File: config.mk
export PLATFORM = sky130hd
export DESIGN_NAME = strap_latch_ctrl
export DESIGN_NICKNAME = d
export VERILOG_FILES = /design/src/rtl/strap_pkg.sv /design/src/rtl/strap_sync.sv /design/src/rtl/strap_capture.sv /design/src/rtl/ref_enable_ctrl.sv /design/src/rtl/strap_latch_ctrl.sv
export SDC_FILE = /design/constraint.sdc
export NUM_CORES = 1
export LEC_CHECK = 0
export BUFFER_PORTS_ARGS = -buffer_cell sky130_fd_sc_hd__clkbuf_2
export CORE_ASPECT_RATIO = 1.4
export CORE_MARGIN = 2
export CORE_UTILIZATION = 35
export CTS_CLUSTER_SIZE = 16
export DETAILED_ROUTE_END_ITERATION = 8
export SETUP_SLACK_MARGIN = 0.05
export SKIP_CTS_REPAIR_TIMING = 1
export SYNTH_ARGS = -nofsm -noshare
export SYNTH_HDL_FRONTEND = slang
export SYNTH_SLANG_ARGS = --single-unit
File: constraint.sdc
create_clock -name clk -period 0.9 [get_ports clk]
set_input_delay 0 -clock clk [delete_from_list [all_inputs] [get_ports clk]]
set_output_delay 0 -clock clk [all_outputs]
set_load 0.01 [all_outputs]
File: src/rtl/strap_pkg.sv
package strap_pkg;
  localparam int FS_BITS   = 3;
  localparam int FREQ_BITS = 2;

  typedef enum logic [FREQ_BITS-1:0] {
    CPU_F100 = 2'd0,
    CPU_F083 = 2'd1,
    CPU_F133 = 2'd2,
    CPU_F167 = 2'd3
  } cpu_freq_e;

  typedef struct packed {
    logic               sata;
    logic [FS_BITS-1:0] fs;
  } strap_t;

  localparam int STRAP_BITS = $bits(strap_t);

  function automatic cpu_freq_e decode_cpu(input logic [FS_BITS-1:0] fs);
    return cpu_freq_e'(fs[FS_BITS-1 -: FREQ_BITS]);
  endfunction
endpackage

File: src/rtl/strap_sync.sv
module strap_sync #(
  parameter int         W       = 1,
  parameter int         STAGES  = 2,
  parameter logic [W-1:0] RST_VAL = '0
) (
  input  logic         clk,
  input  logic         rst_n,
  input  logic [W-1:0] d,
  output logic [W-1:0] q
);
  logic [W-1:0] stg [STAGES];

  generate
    for (genvar i = 0; i < STAGES; i++) begin : g_stage
      if (i == 0) begin : g_first
        always_ff @(posedge clk or negedge rst_n) begin
          if (!rst_n) stg[i] <= RST_VAL;
          else        stg[i] <= d;
        end
      end else begin : g_next
        always_ff @(posedge clk or negedge rst_n) begin
          if (!rst_n) stg[i] <= RST_VAL;
          else        stg[i] <= stg[i-1];
        end
      end
    end
  endgenerate

  assign q = stg[STAGES-1];
endmodule

File: src/rtl/strap_capture.sv
module strap_capture
  import strap_pkg::*;
(
  input  logic      clk,
  input  logic      rst_n,
  input  logic      pg_s,
  input  logic      tm_s,
  input  strap_t    straps_s,
  output strap_t    held,
  output cpu_freq_e freq,
  output logic      valid
);
  // One-shot latch; test mode tracks power-good and straps freely.
  always_ff @(posedge clk or negedge rst_n) begin
    if (!rst_n) begin
      held  <= '0;
      freq  <= CPU_F100;
      valid <= 1'b0;
    end else if (tm_s) begin
      if (pg_s) begin
        held  <= straps_s;
        freq  <= decode_cpu(straps_s.fs);
        valid <= 1'b1;
      end else begin
        held  <= '0;
        freq  <= CPU_F100;
        valid <= 1'b0;
      end
    end else if (!valid && pg_s) begin
      held  <= straps_s;
      freq  <= decode_cpu(straps_s.fs);
      valid <= 1'b1;
    end
  end
endmodule

File: src/rtl/ref_enable_ctrl.sv
module ref_enable_ctrl (
  input  logic clk,
  input  logic rst_n,
  input  logic susp_s,
  input  logic stop_n_s,
  input  logic wol_en,
  output logic ref_en,
  output logic pd_req
);
  logic pd_now;
  assign pd_now = !wol_en && !stop_n_s;

  always_ff @(posedge clk or negedge rst_n) begin
    if (!rst_n) begin
      ref_en <= 1'b0;
      pd_req <= 1'b0;
    end else begin
      ref_en <= susp_s && !pd_now;
      pd_req <= pd_now;
    end
  end
endmodule

File: src/rtl/strap_latch_ctrl.sv
module strap_latch_ctrl
  import strap_pkg::*;
#(
  parameter int SYNC_STAGES = 2
) (
  input  logic                 clk,
  input  logic                 rst_n,
  input  logic [FS_BITS-1:0]   fs_strap,
  input  logic                 sata_strap,
  input  logic                 pwr_good,
  input  logic                 test_mode,
  input  logic                 susp_pwr,
  input  logic                 wol_stop_n,
  input  logic                 wol_en,
  output logic [FS_BITS-1:0]   cpu_sel,
  output logic [FREQ_BITS-1:0] cpu_freq,
  output logic                 sata_sel,
  output logic                 sel_valid,
  output logic                 ref25_en,
  output logic                 pd_req
);
  localparam int BUS_W = STRAP_BITS + 4;
  localparam logic [BUS_W-1:0] BUS_RST = {1'b1, {(BUS_W-1){1'b0}}};

  logic [BUS_W-1:0] bus_raw, bus_s;
  strap_t    straps_s, held;
  cpu_freq_e freq;
  logic pg_s, tm_s, susp_s, stop_n_s;

  assign bus_raw = {wol_stop_n, susp_pwr, test_mode, pwr_good, sata_strap, fs_strap};

  strap_sync #(.W(BUS_W), .STAGES(SYNC_STAGES), .RST_VAL(BUS_RST)) u_sync (
    .clk(clk), .rst_n(rst_n), .d(bus_raw), .q(bus_s)
  );

  assign {stop_n_s, susp_s, tm_s, pg_s} = bus_s[BUS_W-1 -: 4];
  assign straps_s = strap_t'(bus_s[STRAP_BITS-1:0]);

  strap_capture u_cap (
    .clk(clk), .rst_n(rst_n), .pg_s(pg_s), .tm_s(tm_s),
    .straps_s(straps_s), .held(held), .freq(freq), .valid(sel_valid)
  );

  ref_enable_ctrl u_ref (
    .clk(clk), .rst_n(rst_n), .susp_s(susp_s), .stop_n_s(stop_n_s),
    .wol_en(wol_en), .ref_en(ref25_en), .pd_req(pd_req)
  );

  assign cpu_sel  = held.fs;
  assign sata_sel = held.sata;
  assign cpu_freq = freq;
endmodule

==> results list <==
* Post-synthesis average cell area: between 15 and 20 µm²
- Max Buffers Root-to-Sink: 2
- I/O pin cnt: 20
* Total cell area at the placement stage: slightly above 800 µm²
- Vias per std cell: ~4.3
- For this configuration, the core starts out at a cell density of 0.3619.
- Power per Cell Area: 1804 nW/µm²
- TritonCTS built the clock tree.
- After routing, the total negative slack on setup checks comes to -0.02226 ns.
- In the final layout, the share of cells above drive strength 1 is 0.4189.
* Critical Path Fanout Max: 5
* Wire length of the first global-routing pass: 1.462 mm
- CTS built an H-tree with a depth of 1.
* Number of nets in the synthesized netlist: 53
- Vias: 412
- The worst register-to-register path ends at u_cap.valid.
- Clock insertion delay at the later pin of the skew report: roughly 0.29 ns
- Pin count of the biggest net entering global routing: 24
- Synth-to-Final Area Change: 38.60%
* Highest routed layer: met4
* Data arrival time at the worst-slack endpoint: roughly 1.1 ns
- The initial antenna violation count was 0.
* Largest voltage drop on the vdd net: between 1.5 and 2 mV
- Startpoint types: flip-flop
* Number of buffers created by CTS: 3
- Setup CP Type: reg -> reg
- Count of pins over their slew limit: 0
- Ranked by total cell area, the synthesized netlist is headed by sky130_fd_sc_hd__dfrtp_1, sky130_fd_sc_hd__dfstp_2, sky130_fd_sc_hd__o32ai_1.
* Count of endpoints failing hold in the final timing report: 0
- Max-cap violation count: 0
- Dividing the final minimum period by the clock period gives 1.025.
* Buffers added on ports: 19
- At the pin with the least slew margin, the transition time is between 0.5 and 0.6 ns.
* Post-layout worst setup margin: -0.02226 ns
- Summed over all instances, the cell type with the most area after synthesis is sky130_fd_sc_hd__dfrtp_1.
- Core area: 1926 µm²
- Class of the worst hold path: in -> async
- Number of placement rows: 19
- The final layout contains between 80 and 90 nets.
- Worst relative slew slack: 0.6475
* ANT nets after route: 0
- Overall Global Routing Usage: 0.08288
- The tree is rooted in a sky130_fd_sc_hd__clkbuf_4.
- Layout filler cell count: 162
- Detailed routing placed a total of approximately 630 µm of wire on met2.
* Post-synthesis sequential area ratio: 0.8294
- Horizontal die dimension: between 40 and 50 µm
- The number of cells on the worst reg-to-reg path is 2.
* Number of setup violations in the final report: 1
- Violated checks: negative setup slack
* Detail Route met3 WL: just over 50 µm
* Number of flip-flops and latches in the synthesized netlist: 23
- Number of sinks handled by clock tree synthesis: 23
- The die covers ~2400 µm².
* Area share of the leading cell type in the synthesized netlist: 0.7540
- Timing would allow up to between 1000 and 1500 MHz.
* Max Clock Skew: 0.005642 ns
* Detailed Routing Iterations Pass 1: 3
* Via count of the first global-routing pass: 382
- Detailed Route WL: ~1.1 mm
- Cell count after synthesis: 42
- After clock tree synthesis, the clock-pin slew on the worst setup and hold paths is about 0.11 ns.
* Kind of end point of the critical path: flip-flop
- Data required time of the worst path: 1.09 ns
- The netlist uses 11 different library cells.
* Result of the run: finished with violations
- Cell area after technology mapping: ~700 µm²
- 0 antenna diodes ended up in the layout.
- Leading cell types in the layout, fill and taps excluded: sky130_fd_sc_hd__dfrtp_1, sky130_fd_sc_hd__clkbuf_2, sky130_fd_sc_hd__dlygate4sd3_1
- For flop-to-flop paths, the worst setup slack is -0.02 ns.
* Wire length on met1: around 360 µm
- GRT Residual Overflow: 0
- After detailed routing, the number of remaining DRC violations is 0.
- During synthesis, Yosys emitted a total of 0 warnings.
- Most common cell after layout, fill and taps aside: sky130_fd_sc_hd__dfrtp_1
* Gpl congestion: roughly 0.66
- For this block, the initial DRC count from the detailed router was 1.
* Min Hold Slack: 0.2129 ns
- In the final routed layout, each cell accounts on average for between 10 and 15 µm.
- Setup repair after global routing missed its margin: true
- Leak: about 0.47 nW
- Final critical path time including I/O delays and setup: slightly above 0.9 ns
- The worst register-to-register path begins at u_cap.valid.
* Chip Height: roughly 57 µm
- Summing all non-filler instances in the final layout gives an area of a little under 1000 µm².
cells by family (layout without fill, tap and decap cells):
group,after synthesis,in the layout,synth area share
buffers and inverters,6,38,0.04308
and+or+nand+nor,9,9,0.07720
AOI/OAI and AO/OA,4,4,0.05026
DFF,23,23,0.8294
worst max-delay path, cell delays in order, from the launching register on:
cell	delay, ns
sky130_fd_sc_hd__dfrtp_1	0.44
sky130_fd_sc_hd__nor2b_4	0.17
sky130_fd_sc_hd__or2_1	0.21
sequential cells by signal, summed over array words and instances, names as in the netlist:
signal and flops:
u_sync.stg 8, u_ref.ref_en 1, u_sync.q 8, u_cap.held 3, u_cap.freq 1, u_cap.valid 1, u_ref.pd_req 1
metrics by stage:
step           worst slack, ns  total power [mW]  std cells    util
6_report              -0.02226             1.743         95  0.5016
5_1_grt               -0.04936             1.835         95  0.5016
4_1_cts               -0.02017             1.725         85  0.4373
3_5_place_dp          0.002042             1.286         81  0.4237
3_3_place_gp           0.03361             1.277         81  0.4237
2_1_floorplan        -0.001157             1.209         42       -
worst max path at each step:
stage,startpoint,to
3_5_place_dp,u_cap.valid,u_cap.valid
3_3_place_gp,u_cap.valid,u_cap.valid
5_1_grt,u_cap.valid,u_cap.valid
2_1_floorplan,u_cap.valid,u_cap.valid
6_report,u_cap.valid,u_cap.valid
4_1_cts,u_cap.valid,u_cap.valid
where the power goes:
| part | total (mW) | leakage, nW | internal (mW) | switching [mW] |
|---|---|---|---|---|
| Clock | 0.431 | 0.0150 | 0.172 | 0.259 |
| Sequential | 1.13 | 0.271 | 1.10 | 0.0291 |
| Combinational | 0.186 | 0.181 | 0.0991 | 0.0865 |
cell usage after synthesis:
library cell               n
sky130_fd_sc_hd__buf_4     2
sky130_fd_sc_hd__dfrtp_1  21
sky130_fd_sc_hd__dfstp_2   2
sky130_fd_sc_hd__inv_1     4
sky130_fd_sc_hd__nand2_1   4
sky130_fd_sc_hd__nor2_1    1
sky130_fd_sc_hd__nor2b_1   1
sky130_fd_sc_hd__nor2b_2   1
sky130_fd_sc_hd__nor2b_4   1
sky130_fd_sc_hd__o32ai_1   4
sky130_fd_sc_hd__or2_1     1
area by class of cell:
type	instances	area [µm²]	area share
well taps	21	26.28	0.02720
multi-input cells	13	116.4	0.1205
repair buffers	30	202.7	0.2098
inverters	4	15.01	0.01554
flip-flops and latches	23	579.3	0.5997
clock buffers	4	26.28	0.02720
layer usage:
metal | vias to the layer above | global-route usage
met5 | - | 0
met4 | 0 | 0.04147
met3 | 2 | 0.02894
met2 | 14 | 0.1406
met1 | 200 | 0.08974
li1 | 196 | -
(Power assumes the default switching activity.)
